--- src/rtl/quiet_guard_pkg.sv ---
package quiet_guard_pkg;

  // Longest window in ticks and largest event thresholds
  localparam int WIN_MAX_MS = 8000;
  localparam int LO_NEED_MAX = 128;
  localparam int HI_LIMIT_MAX = 2047;

  localparam int WIN_W = $clog2(WIN_MAX_MS + 1);
  localparam int LO_W = $clog2(LO_NEED_MAX + 1);
  localparam int HI_W = $clog2(HI_LIMIT_MAX + 2);

  typedef enum logic {
    ST_LIVE = 1'b0,
    ST_QUIET = 1'b1
  } qg_state_e;

  // Window length in ms: short ladder from 50, long ladder from 1000
  function automatic int window_ms(input logic [2:0] code);
    if (code[2]) begin
      return 1000 << code[1:0];
    end
    return 50 << code[1:0];
  endfunction

  function automatic int lo_amp_level(input logic [2:0] code);
    return 1 << code;
  endfunction

  function automatic int hi_amp_level(input logic [2:0] code);
    return 2 << code;
  endfunction

  function automatic int lo_need(input logic [2:0] code);
    return 1 << code;
  endfunction

  function automatic int hi_limit(input logic [2:0] code);
    return (16 << code) - 1;
  endfunction

endpackage

--- src/rtl/qg_window_timer.sv ---
module qg_window_timer #(
  parameter int W = 13
) (
  input  logic         clk,
  input  logic         rst_n,
  input  logic         en,
  input  logic         tick,
  input  logic [W-1:0] len,
  output logic [W-1:0] cnt,
  output logic         wrap
);

  logic [W-1:0] cnt_q;
  logic last_tick;

  assign last_tick = (cnt_q >= (len - W'(1)));
  assign wrap = en && tick && last_tick;
  assign cnt = cnt_q;

  always_ff @(posedge clk or negedge rst_n) begin
    if (!rst_n) begin
      cnt_q <= '0;
    end else if (!en) begin
      cnt_q <= '0;
    end else if (tick) begin
      cnt_q <= last_tick ? '0 : cnt_q + W'(1);
    end
  end

endmodule

--- src/rtl/qg_event_counter.sv ---
module qg_event_counter #(
  parameter int AMP_W = 16,
  parameter int CW = 8
) (
  input  logic             clk,
  input  logic             rst_n,
  input  logic             en,
  input  logic             clr,
  input  logic             vld,
  input  logic [AMP_W-1:0] amp,
  input  logic [AMP_W-1:0] thr,
  output logic [CW-1:0]    cnt
);

  logic [CW-1:0] cnt_q;
  logic hit;
  logic full;

  assign hit = en && vld && (amp > thr);
  assign full = &cnt_q;
  assign cnt = cnt_q;

  always_ff @(posedge clk or negedge rst_n) begin
    if (!rst_n) begin
      cnt_q <= '0;
    end else if (!en) begin
      cnt_q <= '0;
    end else if (clr) begin
      // boundary sample opens the new window
      cnt_q <= hit ? CW'(1) : '0;
    end else if (hit && !full) begin
      cnt_q <= cnt_q + CW'(1);
    end
  end

endmodule

--- src/rtl/qg_mute_fsm.sv ---
module qg_mute_fsm
  import quiet_guard_pkg::*;
#(
  parameter int LW = 8,
  parameter int HW = 12
) (
  input  logic          clk,
  input  logic          rst_n,
  input  logic          en,
  input  logic          win_end,
  input  logic [LW-1:0] lo_cnt,
  input  logic [LW-1:0] lo_min,
  input  logic [HW-1:0] hi_cnt,
  input  logic [HW-1:0] hi_max,
  output logic          muted
);

  qg_state_e st_q;
  qg_state_e st_d;
  logic go_quiet;
  logic go_live;

  assign go_quiet = win_end && (lo_cnt < lo_min);
  assign go_live = (hi_cnt > hi_max);

  always_comb begin
    st_d = st_q;
    if (!en) begin
      st_d = ST_LIVE;
    end else begin
      case (st_q)
        ST_LIVE: if (go_quiet) st_d = ST_QUIET;
        ST_QUIET: if (go_live) st_d = ST_LIVE;
        default: st_d = ST_LIVE;
      endcase
    end
  end

  always_ff @(posedge clk or negedge rst_n) begin
    if (!rst_n) begin
      st_q <= ST_LIVE;
    end else begin
      st_q <= st_d;
    end
  end

  assign muted = (st_q == ST_QUIET);

endmodule

--- src/rtl/quiet_guard.sv ---
module quiet_guard
  import quiet_guard_pkg::*;
#(
  parameter int AMP_W = 16
) (
  input  logic             clk,
  input  logic             rst_n,
  input  logic             det_en,
  input  logic             smp_valid,
  input  logic [AMP_W-1:0] smp_amp,
  input  logic             tick_ms,
  input  logic [2:0]       win_code,
  input  logic [2:0]       lo_amp_code,
  input  logic [2:0]       hi_amp_code,
  input  logic [2:0]       lo_cnt_code,
  input  logic [2:0]       hi_cnt_code,
  output logic             mute_req,
  output logic             silence_flag
);

  logic [WIN_W-1:0] win_len;
  logic [WIN_W-1:0] win_cnt;
  logic win_end;
  logic [AMP_W-1:0] lo_thr;
  logic [AMP_W-1:0] hi_thr;
  logic [LO_W-1:0] lo_cnt;
  logic [LO_W-1:0] lo_min;
  logic [HI_W-1:0] hi_cnt;
  logic [HI_W-1:0] hi_max;
  logic muted;

  assign win_len = WIN_W'(window_ms(win_code));
  assign lo_thr = AMP_W'(lo_amp_level(lo_amp_code));
  assign hi_thr = AMP_W'(hi_amp_level(hi_amp_code));
  assign lo_min = LO_W'(lo_need(lo_cnt_code));
  assign hi_max = HI_W'(hi_limit(hi_cnt_code));

  qg_window_timer #(.W(WIN_W)) u_tmr (
    .clk(clk), .rst_n(rst_n), .en(det_en), .tick(tick_ms),
    .len(win_len), .cnt(win_cnt), .wrap(win_end)
  );

  qg_event_counter #(.AMP_W(AMP_W), .CW(LO_W)) u_lo_cnt (
    .clk(clk), .rst_n(rst_n), .en(det_en), .clr(win_end),
    .vld(smp_valid), .amp(smp_amp), .thr(lo_thr), .cnt(lo_cnt)
  );

  qg_event_counter #(.AMP_W(AMP_W), .CW(HI_W)) u_hi_cnt (
    .clk(clk), .rst_n(rst_n), .en(det_en), .clr(win_end),
    .vld(smp_valid), .amp(smp_amp), .thr(hi_thr), .cnt(hi_cnt)
  );

  qg_mute_fsm #(.LW(LO_W), .HW(HI_W)) u_fsm (
    .clk(clk), .rst_n(rst_n), .en(det_en), .win_end(win_end),
    .lo_cnt(lo_cnt), .lo_min(lo_min), .hi_cnt(hi_cnt), .hi_max(hi_max),
    .muted(muted)
  );

  assign mute_req = muted;
  assign silence_flag = muted;

endmodule

--- config.mk ---
export PLATFORM = sky130hd
export DESIGN_NAME = quiet_guard
export DESIGN_NICKNAME = d
export VERILOG_FILES = /design/src/rtl/quiet_guard_pkg.sv /design/src/rtl/qg_window_timer.sv /design/src/rtl/qg_event_counter.sv /design/src/rtl/qg_mute_fsm.sv /design/src/rtl/quiet_guard.sv
export SDC_FILE = /design/constraint.sdc
export NUM_CORES = 1
export LEC_CHECK = 0
export BUFFER_PORTS_ARGS = -buffer_cell sky130_fd_sc_hd__clkbuf_2
export CAP_MARGIN = 5
export CORE_MARGIN = 5
export CORE_UTILIZATION = 55
export DETAILED_ROUTE_END_ITERATION = 10
export PLACE_DENSITY_LB_ADDON = 0.15
export SLEW_MARGIN = 20
export SYNTH_ARGS = -nofsm -noshare
export SYNTH_HDL_FRONTEND = slang
export SYNTH_SLANG_ARGS = --single-unit
--- constraint.sdc ---
create_clock -name clk -period 3.2 [get_ports clk]
set_input_delay 0.8 -clock clk [delete_from_list [all_inputs] [get_ports clk]]
set_output_delay 0.8 -clock clk [all_outputs]
set_load 0.05 [all_outputs]
==> results of run 1 <==
## sequential cells by signal, indices dropped and copies added (netlist names)
register      flops
u_lo_cnt.cnt      8
u_fsm.muted       1
u_hi_cnt.cnt     12
u_tmr.cnt        13
## critical path, stage by stage
cell                         delay [ns]
sky130_fd_sc_hd__buf_8             0.08
sky130_fd_sc_hd__clkinvlp_4        0.13
sky130_fd_sc_hd__ha_4              0.19
sky130_fd_sc_hd__buf_4             0.14
sky130_fd_sc_hd__or3_1             0.36
sky130_fd_sc_hd__a21oi_2           0.21
sky130_fd_sc_hd__a21oi_1           0.07
sky130_fd_sc_hd__nor4_1            0.21
sky130_fd_sc_hd__a31oi_1           0.10
sky130_fd_sc_hd__ha_1              0.27
sky130_fd_sc_hd__nor2_1            0.15
sky130_fd_sc_hd__o21ai_1           0.09
sky130_fd_sc_hd__a211o_1           0.28
sky130_fd_sc_hd__a21oi_2           0.17
sky130_fd_sc_hd__buf_6             0.14
sky130_fd_sc_hd__or2b_1            0.24
sky130_fd_sc_hd__a31oi_1           0.16
## cells in the final DEF, fill, tap and decap left out, drive strengths merged, types with 3 or more instances in the layout
master	synthesis	layout
nor3	14	14
nand3b	13	13
nand4	9	9
a21o	4	4
a31oi	9	9
or3	5	5
nor2b	4	4
clkbuf	6	41
inv	10	9
or3b	6	6
o21ai	24	24
o21a	3	3
nor3b	3	3
nand2	23	23
o211ai	4	4
buf	7	44
xnor2	15	15
a22o	3	3
nand2b	7	7
nand3	22	22
ha	55	55
and3	13	13
a21oi	41	41
nor2	33	33
dfrtp	34	34
a211oi	6	6
## stage by stage
stage          cells  hold WS (ns)
6_report         565         0.520
3_3_place_gp     552         0.518
4_1_cts          564         0.518
2_1_floorplan    414         0.466
3_5_place_dp     552         0.504
5_1_grt          565         0.532
## where the power goes
| group | internal [mW] | switching [mW] | total, mW |
|---|---|---|---|
| Combinational | 0.159 | 0.175 | 0.333 |
| Sequential | 0.440 | 0.0157 | 0.456 |
| Clock | 0.173 | 0.165 | 0.338 |
## repair_timing
action,CTS,global route
pin swaps,16,11
endpoints found under the setup margin,34,34
resized for setup,29,20
hold buffers,0,0
buffers inserted,5,2
## path summary, 6_finish.rpt
path / start / to
max in group asynchronous: rst_n / u_hi_cnt.cnt[5]
min: u_lo_cnt.cnt[6] / u_lo_cnt.cnt[6]
max: win_code[0] / u_tmr.cnt[9]
min in group asynchronous: rst_n / u_tmr.cnt[0]
min reg2reg: u_lo_cnt.cnt[6] / u_lo_cnt.cnt[6]
max reg2reg: u_tmr.cnt[6] / u_tmr.cnt[9]
## layer usage
layer / track usage / vias to the layer above / share of wire
li1: - / 1715 / -
met2: 0.407 / 66 / 0.49
met4: 0.0690 / 0 / 0.017
met5: 0 / - / 0
met1: 0.291 / 1609 / 0.45
met3: 0.0313 / 14 / 0.046
## cells by family (layout without fill, tap and decap cells)
kind of cell	after synthesis	count (layout)	share of synthesized area
AO/OA/AOI/OAI	115	115	0.210
XOR/XNOR	17	17	0.0428
adder cells (fa/ha/maj)	55	55	0.198
other	1	1	0.00108
AND/OR/NAND/NOR	165	165	0.262
buffers and inverters	24	98	0.0317
multiplexers	3	3	0.00936
flip-flops	34	34	0.245
## area by class of cell
| class | instances | area (sq um) |
|---|---|---|
| multi-input combinational | 356 | 2750 |
| timing repair buffer | 79 | 558 |
| inverter | 11 | 47.5 |
| fill | 514 | 1850 |
| sequential | 34 | 851 |
| tap | 77 | 96.3 |
| clock buffer | 6 | 82.6 |
| clock inverter | 2 | 12.5 |
==> results.py, run 1 <==
metrics = {
    "status": {
        "status": "complete, but fails checks",
        "failed_checks": "setup timing",
    },
    "layout": {
        "stdcell_area_sq_um": 4390,
        "finish.utilization": 0.704,
        "layout-drive-gt1-share": 0.295,
        "areaGrowthSynthToFinish_pct": 26.4,
        "diodes": 0,
        "post_layout_nets": 578,
    },
    "detailed_routing": {
        "route.detailed.drc": 0,
        "first_iter_violations": 171,
        "dr.pass1.iters": 4,
        "detail_route_antenna_nets": 0,
        "via_count": 3404,
        "wl_per_cell_um": 15.4,
        "route.final.wire_length_um": 8720,
        "drt-vias-per-instance": 6.02,
    },
    "place": {
        "detailedPlacementHpwl_um": 6600,
        "port_buffers": 37,
        "detailed_place.area_sq_um": 4090,
        "globalplace.congestion": 0.808,
        "preCtsSetupSlack_ns": -0.821,
    },
    "logic_synthesis": {
        "yosysTopAreaCell": "sky130_fd_sc_hd__dfrtp_1",
        "synth_top_flop_cell": "sky130_fd_sc_hd__dfrtp_1",
        "synth_area_per_cell_sq_um": 8.40,
        "yosys_register_bits": 34,
        "synth-seq-area-share": 0.245,
        "proportion_of_register_bits_with_asynchronous_set_or_reset_after_synthesis": 1.00,
        "netlist_instances": 414,
        "synth_area_sq_um": 3480,
        "ys_warn_count": 0,
        "synth_enable_flop_cells": 0,
        "synthesis.nets": 505,
        "netlist.area_leader.share": 0.245,
        "synthTopCellsByArea": "sky130_fd_sc_hd__dfrtp_1 24%, sky130_fd_sc_hd__ha_1 20%, sky130_fd_sc_hd__a21oi_1 5.9%",
        "post_synth_most_frequent_cells": "55 x sky130_fd_sc_hd__ha_1, 41 x sky130_fd_sc_hd__a21oi_1, 34 x sky130_fd_sc_hd__dfrtp_1",
        "post_synth_cell_types": 63,
        "synthMostInstantiatedCell": "sky130_fd_sc_hd__ha_1",
    },
    "sta": {
        "setup_violations": 34,
        "relSlewSlack": 0.418,
        "hold_viol": 0,
        "final_period_minus_worst_setup_slack_ns": 3.60,
        "final.setup.worst_slack_ns": -0.401,
        "fmax_ghz": 0.278,
        "setup_total_negative_slack_ns": -9.12,
        "fin_worst_skew_ns": 0.00856,
        "tightest_slew_ns": 0.872,
        "final-max-slew-violation-count": 0,
        "grt_setup_unrepaired": "true",
        "final.period_utilization": 1.13,
    },
    "worst_hold_path": {
        "timing.hold.worst_path_depth": 1,
        "min-delay-path-class": "reg2reg",
    },
    "setup_path": {
        "worst_r2r_path_depth": 8,
        "setup.worst_path.class": "in2reg",
        "critical_path.endpoint_type": "register",
        "required_ns": 3.40,
        "setup.reg_to_reg.worst_slack_ns": 0.92,
        "cp_launch_type": "input pin",
        "worstPathArrival_ns": 3.80,
        "critical_path_peak_fanout": 6,
    },
    "power_and_ir_drop": {
        "post-layout-total-power_mw": 1.13,
        "cellLeakagePower_nw": 1.97,
        "power.ir.vdd_worst_mv": 0.215,
        "pwr_density_cell_nw_per_um2": 257,
    },
    "floorplan": {
        "io-pin-count": 38,
        "die_h_um": 89.5,
        "initial_utilization": 0.557,
        "coreArea_sq_um": 6240,
        "fp.dieArea_sq_um": 8010,
        "rows": 29,
        "dieWidth_um": 89.5,
    },
    "clocking": {
        "tritoncts.num_buffers": 5,
        "numClockSinks": 34,
        "ctsRootBufferMaster": "sky130_fd_sc_hd__clkbuf_8",
        "htree_num_levels": 2,
        "clock_tree_from_tritoncts": "done",
        "clockBufferDepth": 2,
        "clk_transition_reported_paths_ns": 0.07,
        "insertion_delay_ns": 0.29,
    },
    "grt": {
        "grt_pass1_wl_um": 14700,
        "number_of_global_route_vias_before_repair": 3264,
        "grt_antenna_before_repair": 0,
        "gr-total-overflow": 0,
        "gr-usage-all-layers": 0.230,
        "pin_count_of_the_biggest_net_entering_global_routing": 35,
    },
    "run": {
        "cap_violations": 0,
    },
}
Power figures use the tool's default switching activity.
==> inputs of run 2 (changes only) <==
--- a/config.mk
+++ b/config.mk
@@ -8,8 +8,9 @@
 export BUFFER_PORTS_ARGS = -buffer_cell sky130_fd_sc_hd__clkbuf_2
 export CAP_MARGIN = 5
 export CORE_MARGIN = 5
-export CORE_UTILIZATION = 55
+export CORE_UTILIZATION = 54
 export DETAILED_ROUTE_END_ITERATION = 10
+export MAX_ROUTING_LAYER = met4
 export PLACE_DENSITY_LB_ADDON = 0.15
 export SLEW_MARGIN = 20
 export SYNTH_ARGS = -nofsm -noshare
==> constraint.sdc (replaced) <==
create_clock -name clk -period 3.1 [get_ports clk]
set_input_delay 0.775 -clock clk [delete_from_list [all_inputs] [get_ports clk]]
set_output_delay 0.775 -clock clk [all_outputs]
set_load 0.05 [all_outputs]
==> run 2 against run 1 <==
Compared with the run above:
- the flow still finishes with violations (setup timing)
- routed wire length decreased by 0.18%
- sequential power increased by 4%
- flip-flop and latch count unchanged
- total power increased by 3.7%
- combinational power increased by 5%
- clock power increased by 3%
- first-iteration DRC count decreased by 29%
- core utilization decreased by 1.1 points
- clock-buffer cell count unchanged
- critical endpoint is now u_lo_cnt.cnt[7]
- largest cell class unchanged
==> results.py, run 2 (same netlist as run 1, synthesis figures left out) <==
metrics = {
    "setup_path": {
        "required_ns": 3.33,
        "startpoint": "win_code[0]",
        "critical_path_peak_fanout": 4,
        "timing.rr.start": "u_tmr.cnt[6]",
        "critical_path.endpoint_type": "register",
        "worstPathArrival_ns": 3.75,
        "setup.worst_path.class": "in2reg",
        "cp_launch_type": "input pin",
        "cp_cell_sequence": "buf_8, clkinvlp_4, ha_4, mux2_4, a211oi_4, nor4b_2, o21ai_1, nand2_1, a21oi_1, ha_1, a211oi_2, o21ai_1, a211o_1, a21bo_1, or4_1, nand2_1",
        "critPathSlowestCell": "sky130_fd_sc_hd__or4_1",
        "critPathMaxStageDelay_ns": 0.42,
        "cp_top_family": "compound AO/OA/AOI/OAI gates",
        "timing.critical_path.buf_inv": 2,
    },
    "power_and_ir_drop": {
        "pwr_density_cell_nw_per_um2": 267,
        "cellLeakagePower_nw": 1.99,
        "power.ir.vdd_worst_mv": 0.259,
    },
    "detailed_routing": {
        "first_iter_violations": 122,
        "wl_per_cell_um": 15.3,
        "route.detailed.drc": 0,
        "dr.pass1.iters": 4,
        "detail_route_antenna_nets": 0,
        "route.final.wire_length_um": 8700,
        "drt-vias-per-instance": 6.03,
        "via_count": 3425,
    },
    "grt": {
        "gr-total-overflow": 0,
        "grt.busiest_layer": "met2",
        "pin_count_of_the_biggest_net_entering_global_routing": 35,
        "grt_antenna_before_repair": 0,
        "met3_usage": 0.0401,
        "grt_pass1_wl_um": 14700,
        "groute.layer.met1.usage": 0.287,
        "gr-usage-met2": 0.345,
        "number_of_global_route_vias_before_repair": 3322,
        "gr-usage-all-layers": 0.218,
    },
    "layout": {
        "nFillCells": 534,
        "most_frequent_standard_cell_in_the_layout_excluding_fill_and_tap_cells": "sky130_fd_sc_hd__ha_1",
        "largest_register_ffs": 13,
        "layout.area.seq_sq_um": 851,
        "area_occupied_by_multi_input_gates_sq_um": 2720,
        "areaGrowthSynthToFinish_pct": 25.9,
        "layout-drive-gt1-share": 0.277,
        "finish.utilization": 0.693,
        "post_layout_nets": 581,
        "diodes": 0,
        "layout.cells.most_common_list": "51 x sky130_fd_sc_hd__ha_1, 37 x sky130_fd_sc_hd__buf_4, 35 x sky130_fd_sc_hd__clkbuf_2, 34 x sky130_fd_sc_hd__dfrtp_1, 32 x sky130_fd_sc_hd__nor2_1",
        "stdcell_area_sq_um": 4380,
    },
    "worst_hold_path": {
        "min-delay-path-class": "reg2reg",
        "hp-start": "u_lo_cnt.cnt[6]",
    },
    "sta": {
        "final.period_utilization": 1.13,
        "hold_viol": 0,
        "fmax_ghz": 0.285,
        "final.setup.worst_slack_ns": -0.414,
        "hold_slack_ns": 0.543,
        "tightest_slew_ns": 0.867,
        "final-max-slew-violation-count": 0,
        "final_period_minus_worst_setup_slack_ns": 3.51,
        "setup_violations": 34,
        "grt_setup_unrepaired": "true",
        "setup_total_negative_slack_ns": -9.55,
        "fin_worst_skew_ns": 0.00208,
        "relSlewSlack": 0.422,
    },
    "clocking": {
        "clk_transition_reported_paths_ns": 0.07,
        "clockBufferDepth": 2,
        "insertion_delay_ns": 0.29,
        "clock_tree_from_tritoncts": "done",
        "tritoncts.num_buffers": 5,
        "numClockSinks": 34,
        "htree_num_levels": 2,
        "hold_buffers": 0,
        "ctsRootBufferMaster": "sky130_fd_sc_hd__clkbuf_8",
    },
    "floorplan": {
        "dieWidth_um": 90.2,
        "fp.dieArea_sq_um": 8140,
        "die_h_um": 90.2,
        "io-pin-count": 38,
        "initial_utilization": 0.551,
        "coreArea_sq_um": 6310,
        "rows": 29,
    },
    "place": {
        "globalplace.congestion": 0.867,
        "port_buffers": 37,
        "preCtsSetupSlack_ns": -0.859,
        "detailed_place.area_sq_um": 4080,
        "detailedPlacementHpwl_um": 6710,
    },
    "status": {
        "status": "complete, but fails checks",
        "failed_checks": "setup timing",
    },
    "run": {
        "cap_violations": 0,
    },
}
[run 2: changes by cell type in the layout (fill, tap and decap cells not counted), moves of 3 or more]
cell	previous run	this run
sky130_fd_sc_hd__a21oi_1	26	31
sky130_fd_sc_hd__o21ai_0	12	15
sky130_fd_sc_hd__nor2_2	7	0
sky130_fd_sc_hd__nor2_1	26	32
sky130_fd_sc_hd__buf_4	34	37
sky130_fd_sc_hd__a21oi_2	15	9
[run 2: where the power goes]
group / switching [mW] / internal (mW) / total [mW]
combinational: 0.183 / 0.166 / 0.348
sequential: 0.0175 / 0.454 / 0.472
clock: 0.171 / 0.179 / 0.349
total: 0.371 / 0.798 / 1.17
[run 2: through the flow]
step,total power [mW],instances
floorplan,0.668,414
global placement,0.782,554
detailed placement,0.795,554
CTS,1.16,566
global route,1.24,568
finish,1.17,568
[run 2: cell type report]
type	count	share of cell area
multi-input cells	356	0.622
clock buffers	6	0.0189
inverters	11	0.0109
flip-flops and latches	34	0.194
clock inverters	2	0.00286
repair buffers	82	0.129
well taps	77	0.0220
[run 2: final timing paths]
check	cells past startpoint	to	slack (ns)
worst max register to register	7	u_lo_cnt.cnt[7]	0.80
min in group asynchronous	1	u_hi_cnt.cnt[5]	0.59
worst min-delay path	1	u_lo_cnt.cnt[6]	0.54
worst max-delay path	16	u_lo_cnt.cnt[7]	-0.41
worst min register to register	1	u_lo_cnt.cnt[6]	0.54
max in group asynchronous	1	u_lo_cnt.cnt[1]	1.98
[run 2: per-layer routing]
layer / wire length (um) / up-vias
met5: 0 / -
met4: 82 / 0
met2: 4140 / 74
li1: - / 1725
met1: 4130 / 1618
met3: 340 / 8
[run 2: worst register-to-register path, stage by stage, from the launching register on]
cell and delay, ns:
sky130_fd_sc_hd__dfrtp_1 0.48, sky130_fd_sc_hd__ha_1 0.35, sky130_fd_sc_hd__a211oi_1 0.25, sky130_fd_sc_hd__nor2_1 0.09
sky130_fd_sc_hd__a211o_1 0.34, sky130_fd_sc_hd__a21bo_1 0.24, sky130_fd_sc_hd__or4_1 0.42, sky130_fd_sc_hd__nand2_1 0.08
[run 2: what timing repair did]
item                                    CTS  global route
buffers inserted                          4             2
gates cloned                              1             0
gates resized for setup                  21            18
endpoints found under the hold margin     0             0
endpoints found under the setup margin   34            34
pin swaps                                16             5
